--- src/rtl/rws_pkg.sv ---
`timescale 1ns/1ps
package rws_pkg;

    localparam int ROW_W = 12;
    localparam int COL_W = 10;

    typedef logic [ROW_W-1:0] row_t;
    typedef logic [COL_W-1:0] col_t;

    typedef struct packed {
        row_t row;
        col_t col;
    } req_t;

    typedef enum logic {
        DIR_RD = 1'b0,
        DIR_WR = 1'b1
    } dir_e;

    // Turnaround applies only after something was issued and the direction flips.
    function automatic logic needs_turn(input logic started, input dir_e prev, input dir_e nxt);
        return started && (prev != nxt);
    endfunction

    function automatic int turn_cost(input dir_e nxt, input int rd2wr, input int wr2rd);
        return (nxt == DIR_WR) ? rd2wr : wr2rd;
    endfunction

endpackage

--- src/rtl/rws_queue.sv ---
`timescale 1ns/1ps
module rws_queue import rws_pkg::*; #(
    parameter int DEPTH = 8,
    parameter int CNT_W = $clog2(DEPTH + 1)
) (
    input  logic             clk,
    input  logic             rst,
    input  logic             push_en,
    input  req_t             push_req,
    input  logic             pop_en,
    input  row_t             open_row,
    input  logic             open_vld,
    output logic             has_room,
    output logic [CNT_W-1:0] count,
    output req_t             pick_req,
    output logic             pick_hit
);
    localparam int IDX_W = $clog2(DEPTH);

    req_t             mem [DEPTH];
    req_t             nxt [DEPTH];
    logic [DEPTH-1:0] lane_vld;
    logic [DEPTH-1:0] lane_hit;
    logic [IDX_W-1:0] sel;
    logic [CNT_W-1:0] put_cnt;

    // Slot 0 is the oldest entry; live entries are packed from slot 0 upward.
    generate
        for (genvar g = 0; g < DEPTH; g++) begin : g_lane
            assign lane_vld[g] = count > CNT_W'(g);
            assign lane_hit[g] = lane_vld[g] && open_vld && (mem[g].row == open_row);
        end
    endgenerate

    // Lowest-index hit wins; with no hit the oldest slot is chosen.
    always_comb begin
        sel      = '0;
        pick_hit = 1'b0;
        for (int i = DEPTH - 1; i >= 0; i--) begin
            if (lane_hit[i]) begin
                sel      = IDX_W'(i);
                pick_hit = 1'b1;
            end
        end
    end

    assign pick_req = mem[sel];
    assign has_room = count < CNT_W'(DEPTH);
    assign put_cnt  = count - CNT_W'(pop_en);

    // Close the gap left by the chosen entry, then append the arrival.
    always_comb begin
        nxt = mem;
        if (pop_en) begin
            for (int j = 0; j < DEPTH - 1; j++) begin
                if (IDX_W'(j) >= sel) begin
                    nxt[j] = mem[j + 1];
                end
            end
        end
        if (push_en) begin
            nxt[IDX_W'(put_cnt)] = push_req;
        end
    end

    always_ff @(posedge clk) begin
        mem <= nxt;
        if (rst) begin
            count <= '0;
        end else begin
            count <= count + CNT_W'(push_en) - CNT_W'(pop_en);
        end
    end

endmodule

--- src/rtl/rws_timer.sv ---
`timescale 1ns/1ps
module rws_timer #(
    parameter int TM_W = 6
) (
    input  logic            clk,
    input  logic            rst,
    input  logic            load,
    input  logic [TM_W-1:0] load_val,
    output logic            idle,
    output logic            busy
);
    logic [TM_W-1:0] cnt;

    always_ff @(posedge clk) begin
        if (rst) begin
            cnt <= '0;
        end else if (load) begin
            cnt <= load_val;
        end else if (cnt != '0) begin
            cnt <= cnt - 1'b1;
        end
    end

    assign idle = (cnt == '0);
    assign busy = !idle;

endmodule

--- src/rtl/rws_ctrl.sv ---
`timescale 1ns/1ps
module rws_ctrl import rws_pkg::*; #(
    parameter int WR_DEPTH = 8,
    parameter int WR_LOW   = 2,
    parameter int T_HIT    = 14,
    parameter int T_MISS   = 34,
    parameter int T_RD2WR  = 2,
    parameter int T_WR2RD  = 6,
    parameter int TM_W     = 6,
    parameter int RD_CW    = 4,
    parameter int WR_CW    = 4
) (
    input  logic             clk,
    input  logic             rst,
    input  logic             timer_idle,
    input  logic [RD_CW-1:0] rd_count,
    input  logic [WR_CW-1:0] wr_count,
    input  req_t             rd_pick,
    input  logic             rd_hit,
    input  req_t             wr_pick,
    input  logic             wr_hit,
    output row_t             open_row,
    output logic             open_vld,
    output logic             fire,
    output logic             pop_rd,
    output logic             pop_wr,
    output logic [TM_W-1:0]  load_val,
    output logic             drain_q,
    output logic             iss_valid,
    output logic             iss_write,
    output req_t             iss_req,
    output logic             iss_hit
);
    logic rd_any;
    logic wr_any;
    logic wr_full;
    logic use_wr;
    logic drain_d;
    logic started_q;
    dir_e dir_n;
    dir_e last_dir_q;
    req_t sel_req;
    logic sel_hit;
    int   cost;

    always_comb begin
        rd_any  = rd_count != '0;
        wr_any  = wr_count != '0;
        wr_full = wr_count == WR_CW'(WR_DEPTH);
        use_wr  = wr_any && (drain_q || wr_full || !rd_any);
        fire    = timer_idle && (rd_any || wr_any);
        pop_rd  = fire && !use_wr;
        pop_wr  = fire && use_wr;
        dir_n   = use_wr ? DIR_WR : DIR_RD;
        sel_req = use_wr ? wr_pick : rd_pick;
        sel_hit = use_wr ? wr_hit : rd_hit;

        cost = sel_hit ? T_HIT : T_MISS;
        if (needs_turn(started_q, last_dir_q, dir_n)) begin
            cost = cost + turn_cost(dir_n, T_RD2WR, T_WR2RD);
        end
        // Counter holds cost-1 so the next issue lands exactly cost cycles later.
        load_val = TM_W'(cost - 1);

        drain_d = drain_q;
        if (pop_wr && (drain_q || wr_full)) begin
            drain_d = wr_count > WR_CW'(WR_LOW + 1);
        end
    end

    always_ff @(posedge clk) begin
        if (rst) begin
            drain_q    <= 1'b0;
            started_q  <= 1'b0;
            last_dir_q <= DIR_RD;
            open_row   <= '0;
            open_vld   <= 1'b0;
            iss_valid  <= 1'b0;
            iss_write  <= 1'b0;
            iss_req    <= '0;
            iss_hit    <= 1'b0;
        end else begin
            drain_q   <= drain_d;
            iss_valid <= fire;
            if (fire) begin
                open_row   <= sel_req.row;
                open_vld   <= 1'b1;
                last_dir_q <= dir_n;
                started_q  <= 1'b1;
                iss_write  <= use_wr;
                iss_req    <= sel_req;
                iss_hit    <= sel_hit;
            end
        end
    end

endmodule

--- src/rtl/dram_rw_sched.sv ---
`timescale 1ns/1ps
module dram_rw_sched import rws_pkg::*; #(
    parameter int RD_DEPTH = 8,
    parameter int WR_DEPTH = 8,
    parameter int WR_LOW   = 2,
    parameter int T_HIT    = 14,
    parameter int T_MISS   = 34,
    parameter int T_RD2WR  = 2,
    parameter int T_WR2RD  = 6
) (
    input  logic             clk,
    input  logic             rst,
    input  logic             rd_valid,
    output logic             rd_ready,
    input  logic [ROW_W-1:0] rd_row,
    input  logic [COL_W-1:0] rd_col,
    input  logic             wr_valid,
    output logic             wr_ready,
    input  logic [ROW_W-1:0] wr_row,
    input  logic [COL_W-1:0] wr_col,
    output logic             iss_valid,
    output logic             iss_write,
    output logic [ROW_W-1:0] iss_row,
    output logic [COL_W-1:0] iss_col,
    output logic             iss_hit,
    output logic             busy
);
    localparam int RD_CW = $clog2(RD_DEPTH + 1);
    localparam int WR_CW = $clog2(WR_DEPTH + 1);
    localparam int TM_W  = $clog2(T_MISS + T_RD2WR + T_WR2RD + 1);

    req_t             rd_in;
    req_t             wr_in;
    req_t             rd_pick;
    req_t             wr_pick;
    req_t             iss_req;
    logic             rd_hit;
    logic             wr_hit;
    logic [RD_CW-1:0] rd_count;
    logic [WR_CW-1:0] wr_count;
    row_t             open_row;
    logic             open_vld;
    logic             fire;
    logic             pop_rd;
    logic             pop_wr;
    logic             drain_q;
    logic             timer_idle;
    logic [TM_W-1:0]  load_val;

    assign rd_in = '{row: rd_row, col: rd_col};
    assign wr_in = '{row: wr_row, col: wr_col};

    rws_queue #(.DEPTH(RD_DEPTH), .CNT_W(RD_CW)) rd_q_i (
        .clk(clk), .rst(rst),
        .push_en(rd_valid && rd_ready), .push_req(rd_in), .pop_en(pop_rd),
        .open_row(open_row), .open_vld(open_vld),
        .has_room(rd_ready), .count(rd_count),
        .pick_req(rd_pick), .pick_hit(rd_hit)
    );

    rws_queue #(.DEPTH(WR_DEPTH), .CNT_W(WR_CW)) wr_q_i (
        .clk(clk), .rst(rst),
        .push_en(wr_valid && wr_ready), .push_req(wr_in), .pop_en(pop_wr),
        .open_row(open_row), .open_vld(open_vld),
        .has_room(wr_ready), .count(wr_count),
        .pick_req(wr_pick), .pick_hit(wr_hit)
    );

    rws_ctrl #(
        .WR_DEPTH(WR_DEPTH), .WR_LOW(WR_LOW),
        .T_HIT(T_HIT), .T_MISS(T_MISS), .T_RD2WR(T_RD2WR), .T_WR2RD(T_WR2RD),
        .TM_W(TM_W), .RD_CW(RD_CW), .WR_CW(WR_CW)
    ) ctrl_i (
        .clk(clk), .rst(rst), .timer_idle(timer_idle),
        .rd_count(rd_count), .wr_count(wr_count),
        .rd_pick(rd_pick), .rd_hit(rd_hit), .wr_pick(wr_pick), .wr_hit(wr_hit),
        .open_row(open_row), .open_vld(open_vld),
        .fire(fire), .pop_rd(pop_rd), .pop_wr(pop_wr), .load_val(load_val),
        .drain_q(drain_q),
        .iss_valid(iss_valid), .iss_write(iss_write), .iss_req(iss_req), .iss_hit(iss_hit)
    );

    rws_timer #(.TM_W(TM_W)) timer_i (
        .clk(clk), .rst(rst), .load(fire), .load_val(load_val),
        .idle(timer_idle), .busy(busy)
    );

    assign iss_row = iss_req.row;
    assign iss_col = iss_req.col;

endmodule

--- config.mk ---
export PLATFORM = sky130hd
export DESIGN_NAME = dram_rw_sched
export DESIGN_NICKNAME = d
export VERILOG_FILES = /design/src/rtl/rws_pkg.sv /design/src/rtl/rws_queue.sv /design/src/rtl/rws_timer.sv /design/src/rtl/rws_ctrl.sv /design/src/rtl/dram_rw_sched.sv
export SDC_FILE = /design/constraint.sdc
export NUM_CORES = 1
export LEC_CHECK = 0
export BUFFER_PORTS_ARGS = -buffer_cell sky130_fd_sc_hd__buf_2
export CAP_MARGIN = 20
export CORE_MARGIN = 4
export CORE_UTILIZATION = 50
export CTS_CLUSTER_SIZE = 40
export DETAILED_ROUTE_END_ITERATION = 10
export GPL_TIMING_DRIVEN = 1
export PLACE_DENSITY = 0.66
export SYNTH_ARGS = -nofsm -noshare
export SYNTH_HDL_FRONTEND = slang
export SYNTH_SLANG_ARGS = --single-unit
--- constraint.sdc ---
create_clock -name clk -period 6.5 [get_ports clk]
set_clock_uncertainty 0.15 [all_clocks]
set_input_delay 0.975 -clock clk [delete_from_list [all_inputs] [get_ports clk]]
set_output_delay 0.975 -clock clk [all_outputs]
set_load 0.01 [all_outputs]
==> results of run 1 <==
per-stage QoR:
stage                     power [mW]  setup WS [ns]  utilization  std cells
after floorplan                 9.58           1.76            -       2545
after global placement          11.5           1.54        0.521       3081
after detailed placement        11.7           1.46        0.521       3081
after CTS                       14.5           1.42        0.557       3164
after global routing            15.4           1.08        0.558       3165
final                           14.7           1.40        0.558       3165
report_power, final:
part	switching, mW	internal [mW]	total [mW]
sequential	1.40	3.66	5.07
combinational	4.06	2.82	6.88
clock	1.09	1.65	2.73
total	6.55	8.13	14.7
cells by family after synthesis:
logic type                 Yosys count  share of synthesized area
DFF                                393                      0.371
xor gates and xnor gates           206                     0.0805
AOI/OAI and AO/OA                  492                      0.135
buffers and inverters              210                     0.0502
and+or+nand+nor                    815                      0.166
muxes                              403                      0.182
adders and majority gates           26                     0.0152
area by class of cell:
cell class              count  area (um^2)
flip-flops and latches    393         8310
well taps                 592          741
clock buffers              66         1350
inverters                  25         93.8
fillers                  3979        19600
multi-input cells        1942        13100
clock inverters            17          245
repair buffers            130          813
final timing paths:
| check | endpoint | start | slack, ns | depth (start not counted) |
|---|---|---|---|---|
| setup / recovery | ctrl_i.iss_req[2] | ctrl_i.iss_req[19] | 1.40 | 10 |
| setup reg to reg | ctrl_i.iss_req[2] | ctrl_i.iss_req[19] | 1.40 | 10 |
| hold / removal | ctrl_i.iss_hit | ctrl_i.iss_hit | 0.31 | 2 |
| hold reg to reg | ctrl_i.iss_hit | ctrl_i.iss_hit | 0.31 | 2 |
worst min-delay path: stages, from the launching register on:
cell and delay (ns):
dfxtp_1 0.31, nand2_1 0.05, a21oi_1 0.05
layer usage:
metal / track usage / part of all wire / routed length [um] / up-vias
li1: - / - / - / 9019
met1: 0.420 / 0.42 / 33100 / 9450
met3: 0.0752 / 0.093 / 7310 / 193
met4: 0.127 / 0.040 / 3150 / 2
met2: 0.501 / 0.45 / 35000 / 899
met5: 0 / 0.00018 / 14 / -
layout by cell type, fill, tap and decap left out, types with 8 or more instances in the layout:
master / count
xor2_1: 59
mux2_1: 39
clkbuf_8: 8
ha_1: 24
a22oi_1: 20
nor3_1: 25
clkbuf_1: 10
o21ai_0: 12
clkbuf_16: 48
xnor2_1: 147
nor2_1: 238
nand2_1: 344
nor4_1: 21
a31oi_1: 88
or4_1: 9
edfxtp_1: 44
o41a_1: 8
o221ai_1: 8
buf_4: 53
dfxtp_1: 349
a21oi_1: 139
nand3_1: 42
mux2i_1: 363
inv_1: 22
o311a_1: 8
o211ai_1: 10
buf_2: 75
o21ai_1: 137
nand4_1: 63
==> flow_metrics.env, run 1 <==
export IMPL_status="finished clean"
export IMPL_finalCritPeriodShare=0.785
export IMPL_peakVddDrop_mv=0.294
export IMPL_path_delay_family="compound AO/OA/AOI/OAI gates"
export IMPL_crit_chain="buf_4 > xor2_1 > nand4bb_1 > or4_1 > a21oi_1 > o311a_2 > buf_4 > mux2_1 > a22oi_1 > a31oi_1"
export IMPL_cp_num_buf_inv=2
export IMPL_p_leak_nw=9.85
export IMPL_syn_to_final_growth_pct=10.1
export IMPL_vias=19600
export IMPL_htree_levels=2
export IMPL_dp_hpwl_um=53200
export IMPL_tns_ns=0
export IMPL_drt_iter0_drc=2078
export IMPL_synth_area_um2=22400
export IMPL_grt_pass1_wl_um=117000
export IMPL_fin_nets=2611
export IMPL_syn_inst=2545
export IMPL_drv_cap=0
export IMPL_hold_ws_ns=0.312
export IMPL_grt_max_degree=64
export IMPL_end_kind="register"
export IMPL_synth_flop_cell="dfxtp_1"
export IMPL_cpMaxStageDelayCell="dfxtp_1"
export IMPL_gp_congestion=0.990
export IMPL_chipHeight_um=220
export IMPL_dr_pass1_iters=6
export IMPL_holdBufCountCts=0
export IMPL_synth_warnings=0
export IMPL_synthTopCellsByArea="dfxtp_1, mux2i_1, edfxtp_1"
export IMPL_cts_clk_slew_worst_paths_ns=0.06
export IMPL_antenna_found_initial=2
export IMPL_synth_seq_area_share=0.371
export IMPL_setup_viol=0
export IMPL_cts_buffer_depth=3
export IMPL_layout_drive_gt1_share=0.101
export IMPL_postRouteAntennaNets=0
export IMPL_ys_ff_latch=393
export IMPL_numCtsBuffers=45
export IMPL_max_clock_freq_ghz=0.196
export IMPL_vias_per_cell=6.18
export IMPL_drt_total_wl_um=78600
export IMPL_max_stage_delay_ns=0.83
export IMPL_place_area_um2=23100
export IMPL_die_area_um2=48300
export IMPL_startpoint_type="register"
export IMPL_cp_common_cell="buf_4"
export IMPL_synth_commonest_cells="mux2i_1, dfxtp_1, nand2_1"
export IMPL_wire_per_inst_um=24.8
export IMPL_post_cts_setup_buffer_count=0
export IMPL_power_density_nw_per_um2=595
export IMPL_yosys_cell_count_top_type="mux2i_1"
export IMPL_yosys_area_top_type="dfxtp_1"
export IMPL_grt_util_all_layers=0.317
export IMPL_core_area_um2=44200
export IMPL_ioPinCount=76
export IMPL_ys_types=76
export IMPL_rows=77
export IMPL_tightest_slew_ns=1.10
export IMPL_antenna_cells=0
export IMPL_synthArstFlopShare=0
export IMPL_cts_root_buffer="clkbuf_16"
export IMPL_path_class="reg2reg"
export IMPL_syn_avg_cell_area_um2=8.80
export IMPL_cts_sinks=393
export IMPL_hold_viol=0
export IMPL_relSlewSlack=0.264
export IMPL_period_minus_slack_ns=5.10
export IMPL_cts_tree="done"
export IMPL_cp_arrival_ns=5.38
export IMPL_cp_max_fo=37
export IMPL_synth_edf_count=44
export IMPL_overflow=0
export IMPL_start_util=0.507
export IMPL_synth_top_area_share=0.312
export IMPL_post_cts_resized=0
export IMPL_clk_latency_ns=0.59
export IMPL_drc=0
export IMPL_die_x_um=220
export IMPL_worstPathRequired_ns=6.77
export IMPL_synth_nets=2619
export IMPL_stdcell_area_um2=24700
export IMPL_hp_class="reg2reg"
export IMPL_grt_setup_unrepaired="false"
export IMPL_finalMaxSlewViolations=0
export IMPL_grt_pass1_vias=19000
export IMPL_port_buffer_count=75
(Power assumes the default switching activity.)
==> run 2, diff against run 1 <==
clock period = 5.4 ns   (was 6.5 ns; I/O delays follow)
==> run 2 against run 1 <==
Net effect: largest power group unchanged; cell count up 0.76%; flip-flop and latch count unchanged; cell area up 0.27%; critical path type unchanged; first-iteration DRC count up 6.9%.
==> flow_metrics.env, run 2 (same netlist as run 1, synthesis figures left out) <==
export IMPL_core_area_um2=44200
export IMPL_path_class="reg2reg"
export IMPL_clk_latency_ns=0.59
export IMPL_gp_congestion=0.989
export IMPL_finalCritPeriodShare=0.902
export IMPL_holdBufCountCts=0
export IMPL_rows=77
export IMPL_port_buffer_count=75
export IMPL_fin_nets=2632
export IMPL_vias=19700
export IMPL_vias_per_cell=6.17
export IMPL_setup_viol=0
export IMPL_drt_iter0_drc=2222
export IMPL_startpoint_type="register"
export IMPL_cts_buffer_depth=3
export IMPL_relSlewSlack=0.337
export IMPL_syn_to_final_growth_pct=10.4
export IMPL_power_density_nw_per_um2=706
export IMPL_place_area_um2=23300
export IMPL_cp_arrival_ns=5.14
export IMPL_p_leak_nw=9.90
export IMPL_numCtsBuffers=44
export IMPL_dpl_cell_count=3104
export IMPL_cts_sinks=393
export IMPL_worstPathRequired_ns=5.67
export IMPL_nFillCells=3979
export IMPL_peakVddDrop_mv=0.314
export IMPL_hp_class="reg2reg"
export IMPL_finalMaxSlewViolations=0
export IMPL_final_common_cell="mux2i_1"
export IMPL_cts_root_buffer="clkbuf_16"
export IMPL_drc=0
export IMPL_use_met1=0.444
export IMPL_gr_usage_met2=0.479
export IMPL_start_util=0.507
export IMPL_ioPinCount=76
export IMPL_grt_setup_unrepaired="false"
export IMPL_layout_common_cells="mux2i_1, dfxtp_1, nand2_1"
export IMPL_wire_per_inst_um=24.7
export IMPL_final_core_util=0.559
export IMPL_drv_cap=0
export IMPL_chipHeight_um=220
export IMPL_post_cts_setup_buffer_count=0
export IMPL_status="finished clean"
export IMPL_grt_util_all_layers=0.316
export IMPL_tightest_slew_ns=0.991
export IMPL_dp_hpwl_um=54700
export IMPL_overflow=0
export IMPL_grt_util_met3=0.0647
export IMPL_drt_total_wl_um=78600
export IMPL_postRouteAntennaNets=0
export IMPL_stdcell_area_um2=24700
export IMPL_dr_pass1_iters=6
export IMPL_grt_pass1_wl_um=116000
export IMPL_grt_most_used_layer="met2"
export IMPL_cts_clk_slew_worst_paths_ns=0.06
export IMPL_grt_max_degree=64
export IMPL_hold_viol=0
export IMPL_grt_pass1_vias=18500
export IMPL_post_cts_resized=0
export IMPL_tns_ns=0
export IMPL_stdcell_count=3189
export IMPL_period_minus_slack_ns=4.87
export IMPL_htree_levels=2
export IMPL_max_clock_freq_ghz=0.205
export IMPL_layout_drive_gt1_share=0.106
export IMPL_antenna_found_initial=4
export IMPL_end_kind="register"
export IMPL_die_area_um2=48300
export IMPL_cts_tree="done"
export IMPL_die_x_um=220
export IMPL_cp_max_fo=44
[run 2: changes by cell type in the layout (fill, tap and decap cells not counted), sizes merged]
| cell | before | now |
|---|---|---|
| buf | 130 | 152 |
| bufinv | 5 | 1 |
| clkbuf | 66 | 58 |
| clkinv | 10 | 20 |
| diode | 0 | 3 |
| inv | 27 | 28 |
[run 2: area by class of cell]
class,count,area (um^2),share of cell area
Multi-Input combinational cell,1942,13100,0.530
Sequential cell,393,8310,0.336
Clock buffer,58,1220,0.0495
Timing Repair Buffer,152,1080,0.0436
Tap cell,592,741,0.0299
Clock inverter,24,171,0.00693
Inverter,25,93.8,0.00379
Antenna cell,3,7.51,0.000304
[run 2: power breakdown]
part | switching [mW] | leakage [nW] | internal [mW]
logic | 4.97 | 5.88 | 3.50
registers | 1.62 | 3.33 | 4.41
clock network | 1.30 | 0.693 | 1.66
[run 2: critical path, cell delays in order (launching register included)]
cell and delay, ns:
dfxtp_1 0.42, inv_1 0.20, ha_1 0.25, nor3b_1 0.55, nand3_1 0.32, nor2b_1 0.29
nand2_1 0.37, inv_2 0.23, ha_1 0.24, ha_1 0.21, xnor2_1 0.32, nand2_1 0.16
or2_2 0.67, nor2_1 0.23, a21oi_1 0.05
[run 2: final timing paths]
path | startpoint | to | slack (ns) | cells after the start
worst max-delay path | rd_q_i.count[3] | wr_q_i.mem[134] | 0.53 | 14
worst min-delay path | ctrl_i.iss_hit | ctrl_i.iss_hit | 0.31 | 2
worst max register to register | rd_q_i.count[3] | wr_q_i.mem[134] | 0.53 | 14
worst min register to register | ctrl_i.iss_hit | ctrl_i.iss_hit | 0.31 | 2
[run 2: through the flow]
stage               power [mW]  worst slack (ns)  hold slack (ns)
finish                    17.5             0.527            0.305
CTS                       17.3             0.634            0.311
detailed placement        14.3             0.674            0.302
floorplan                 11.5             0.657            0.307
global placement          14.1             0.862            0.292
global route              18.4             0.225            0.331
[run 2: metal layers]
layer	vias to the layer above	wire length (um)
met2	866	34000
met1	9555	34700
met3	159	6740
met4	2	3130
li1	9082	-
met5	-	13
==> run 3, diff against run 2 <==
CORE_ASPECT_RATIO = 1.5   (was not set)
clock period = 5.95 ns   (was 5.4 ns; I/O delays follow)
==> run 3 against run 2 <==
Net effect: flip-flop and latch count did not move; global-route usage fell by 0.36 points; cell count fell by 1.2%.
==> flow_metrics.env, run 3 (same netlist as run 1, synthesis figures left out) <==
export IMPL_status="finished clean"
export IMPL_startpoint_type="register"
export IMPL_top_layer="met4"
export IMPL_die_area_um2=48300
export IMPL_hold_ws_ns=0.307
export IMPL_rows=94
export IMPL_path_delay_family="simple AND/OR/NAND/NOR gates"
export IMPL_cp_max_fo=16
export IMPL_hold_viol=0
export IMPL_final_core_util=0.557
export IMPL_relSlewSlack=0.280
export IMPL_drv_cap=0
export IMPL_drc=0
export IMPL_peakVddDrop_mv=0.291
export IMPL_hp_class="reg2reg"
export IMPL_period_minus_slack_ns=4.86
export IMPL_dr_pass1_iters=6
export IMPL_vias=19400
export IMPL_wl_met2_um=39100
export IMPL_ioPinCount=76
export IMPL_vias_per_cell=6.17
export IMPL_p_leak_nw=9.83
export IMPL_worstReg2RegStart="wr_q_i.count[3]"
export IMPL_wire_per_inst_um=25.0
export IMPL_fin_nets=2617
export IMPL_cts_buffer_depth=3
export IMPL_drt_iter0_drc=1576
export IMPL_layout_drive_gt1_share=0.105
export IMPL_grt_pass1_wl_um=117000
export IMPL_post_cts_resized=0
export IMPL_cts_clk_slew_worst_paths_ns=0.06
export IMPL_grt_max_degree=45
export IMPL_tns_ns=0
export IMPL_dp_slack_ns=1.15
export IMPL_dpl_cell_count=3075
export IMPL_layout_common_cells="mux2i_1, dfxtp_1, nand2_1"
export IMPL_max_stage_delay_ns=0.74
export IMPL_cts_root_buffer="clkbuf_16"
export IMPL_path_class="reg2reg"
export IMPL_tightest_slew_ns=1.08
export IMPL_cp_arrival_ns=5.16
export IMPL_overflow=0
export IMPL_htree_levels=2
export IMPL_end_kind="register"
export IMPL_finalCritPeriodShare=0.817
export IMPL_critical_path_depth=11
export IMPL_port_buffer_count=75
export IMPL_route_met3_wl_um=4410
export IMPL_antenna_found_initial=1
export IMPL_core_area_um2=44100
export IMPL_crit_path_end="wr_q_i.mem[43]"
export IMPL_max_clock_freq_ghz=0.206
export IMPL_clk_latency_ns=0.57
export IMPL_cpMaxStageDelayCell="nor3_4"
export IMPL_syn_to_final_growth_pct=9.70
export IMPL_dp_hpwl_um=56000
export IMPL_numCtsBuffers=41
export IMPL_die_x_um=181
export IMPL_cts_sinks=393
export IMPL_grt_pass1_vias=19000
export IMPL_layout_setup_ws_ns=1.09
export IMPL_worstPathRequired_ns=6.25
export IMPL_postRouteAntennaNets=0
export IMPL_drt_total_wl_um=78700
export IMPL_chipHeight_um=267
export IMPL_rrSetupSlack_ns=1.09
export IMPL_reg2regPathDepth=11
export IMPL_post_cts_setup_buffer_count=0
export IMPL_final_common_cell="mux2i_1"
export IMPL_power_density_nw_per_um2=637
export IMPL_wl_met1_um=30100
export IMPL_start_util=0.508
export IMPL_cts_tree="done"
export IMPL_grt_setup_unrepaired="false"
export IMPL_worst_r2r_endpoint="wr_q_i.mem[43]"
export IMPL_stdcell_count=3152
export IMPL_holdBufCountCts=0
export IMPL_cp_num_buf_inv=2
export IMPL_gp_congestion=1.02
export IMPL_crit_start="wr_q_i.count[3]"
export IMPL_finalMaxSlewViolations=0
export IMPL_crit_chain="inv_1 > ha_1 > nand3b_1 > nor4_2 > nor2_1 > nor3_4 > o21bai_2 > a21oi_4 > buf_12 > mux2i_1 > a21oi_1"
export IMPL_setup_viol=0
export IMPL_grt_util_all_layers=0.312
## run 3: cell types whose count changed in the layout (fill, tap and decap cells not counted), moves of 2 or more
cell       change
buf_12         -5
buf_4          -7
bufinv_16      +2
clkbuf_1       -4
clkbuf_16      -3
clkbuf_8       +4
clkinv_1       -9
diode_2        -2
## run 3: power breakdown
part / internal (mW) / switching (mW) / total [mW]
clock: 1.55 / 1.18 / 2.74
sequential: 4.00 / 1.56 / 5.56
combinational: 3.07 / 4.28 / 7.36
## run 3: area by class of cell
class | count | area, um^2
fill | 4034 | 19500
multi-input combinational | 1942 | 13100
sequential | 393 | 8310
clock buffer | 55 | 1190
timing repair buffer | 140 | 926
tap | 576 | 721
clock inverter | 20 | 218
inverter | 25 | 93.8
antenna | 1 | 2.50
## run 3: metal layers
| metal | up-vias | global-route usage |
|---|---|---|
| li1 | 9032 | - |
| met1 | 9423 | 0.363 |
| met2 | 768 | 0.551 |
| met3 | 215 | 0.0416 |
| met4 | 0 | 0.182 |
| met5 | - | 0 |
## run 3: how the worst min path moves through the flow
stage | startpoint | end | slack (ns) | cells after the start
2_1_floorplan | wr_q_i.mem[49] | wr_q_i.mem[71] | 0.31 | 2
3_3_place_gp | ctrl_i.iss_hit | ctrl_i.iss_hit | 0.29 | 2
3_5_place_dp | ctrl_i.iss_hit | ctrl_i.iss_hit | 0.30 | 2
4_1_cts | ctrl_i.iss_hit | ctrl_i.iss_hit | 0.31 | 2
5_1_grt | ctrl_i.iss_hit | ctrl_i.iss_hit | 0.35 | 2
6_report | ctrl_i.iss_hit | ctrl_i.iss_hit | 0.31 | 2
## run 3: stage by stage
step	cell area [um^2]	total power, mW
after detailed placement	23100	12.8
after floorplan	22400	10.5
final	24600	15.6
after global routing	24600	16.5
after CTS	24600	15.5
after global placement	23100	12.6
## run 3: worst min-delay path: stages, from the launching register on
cell and delay, ns:
dfxtp_1 0.31, nand2_1 0.05, a21oi_1 0.05
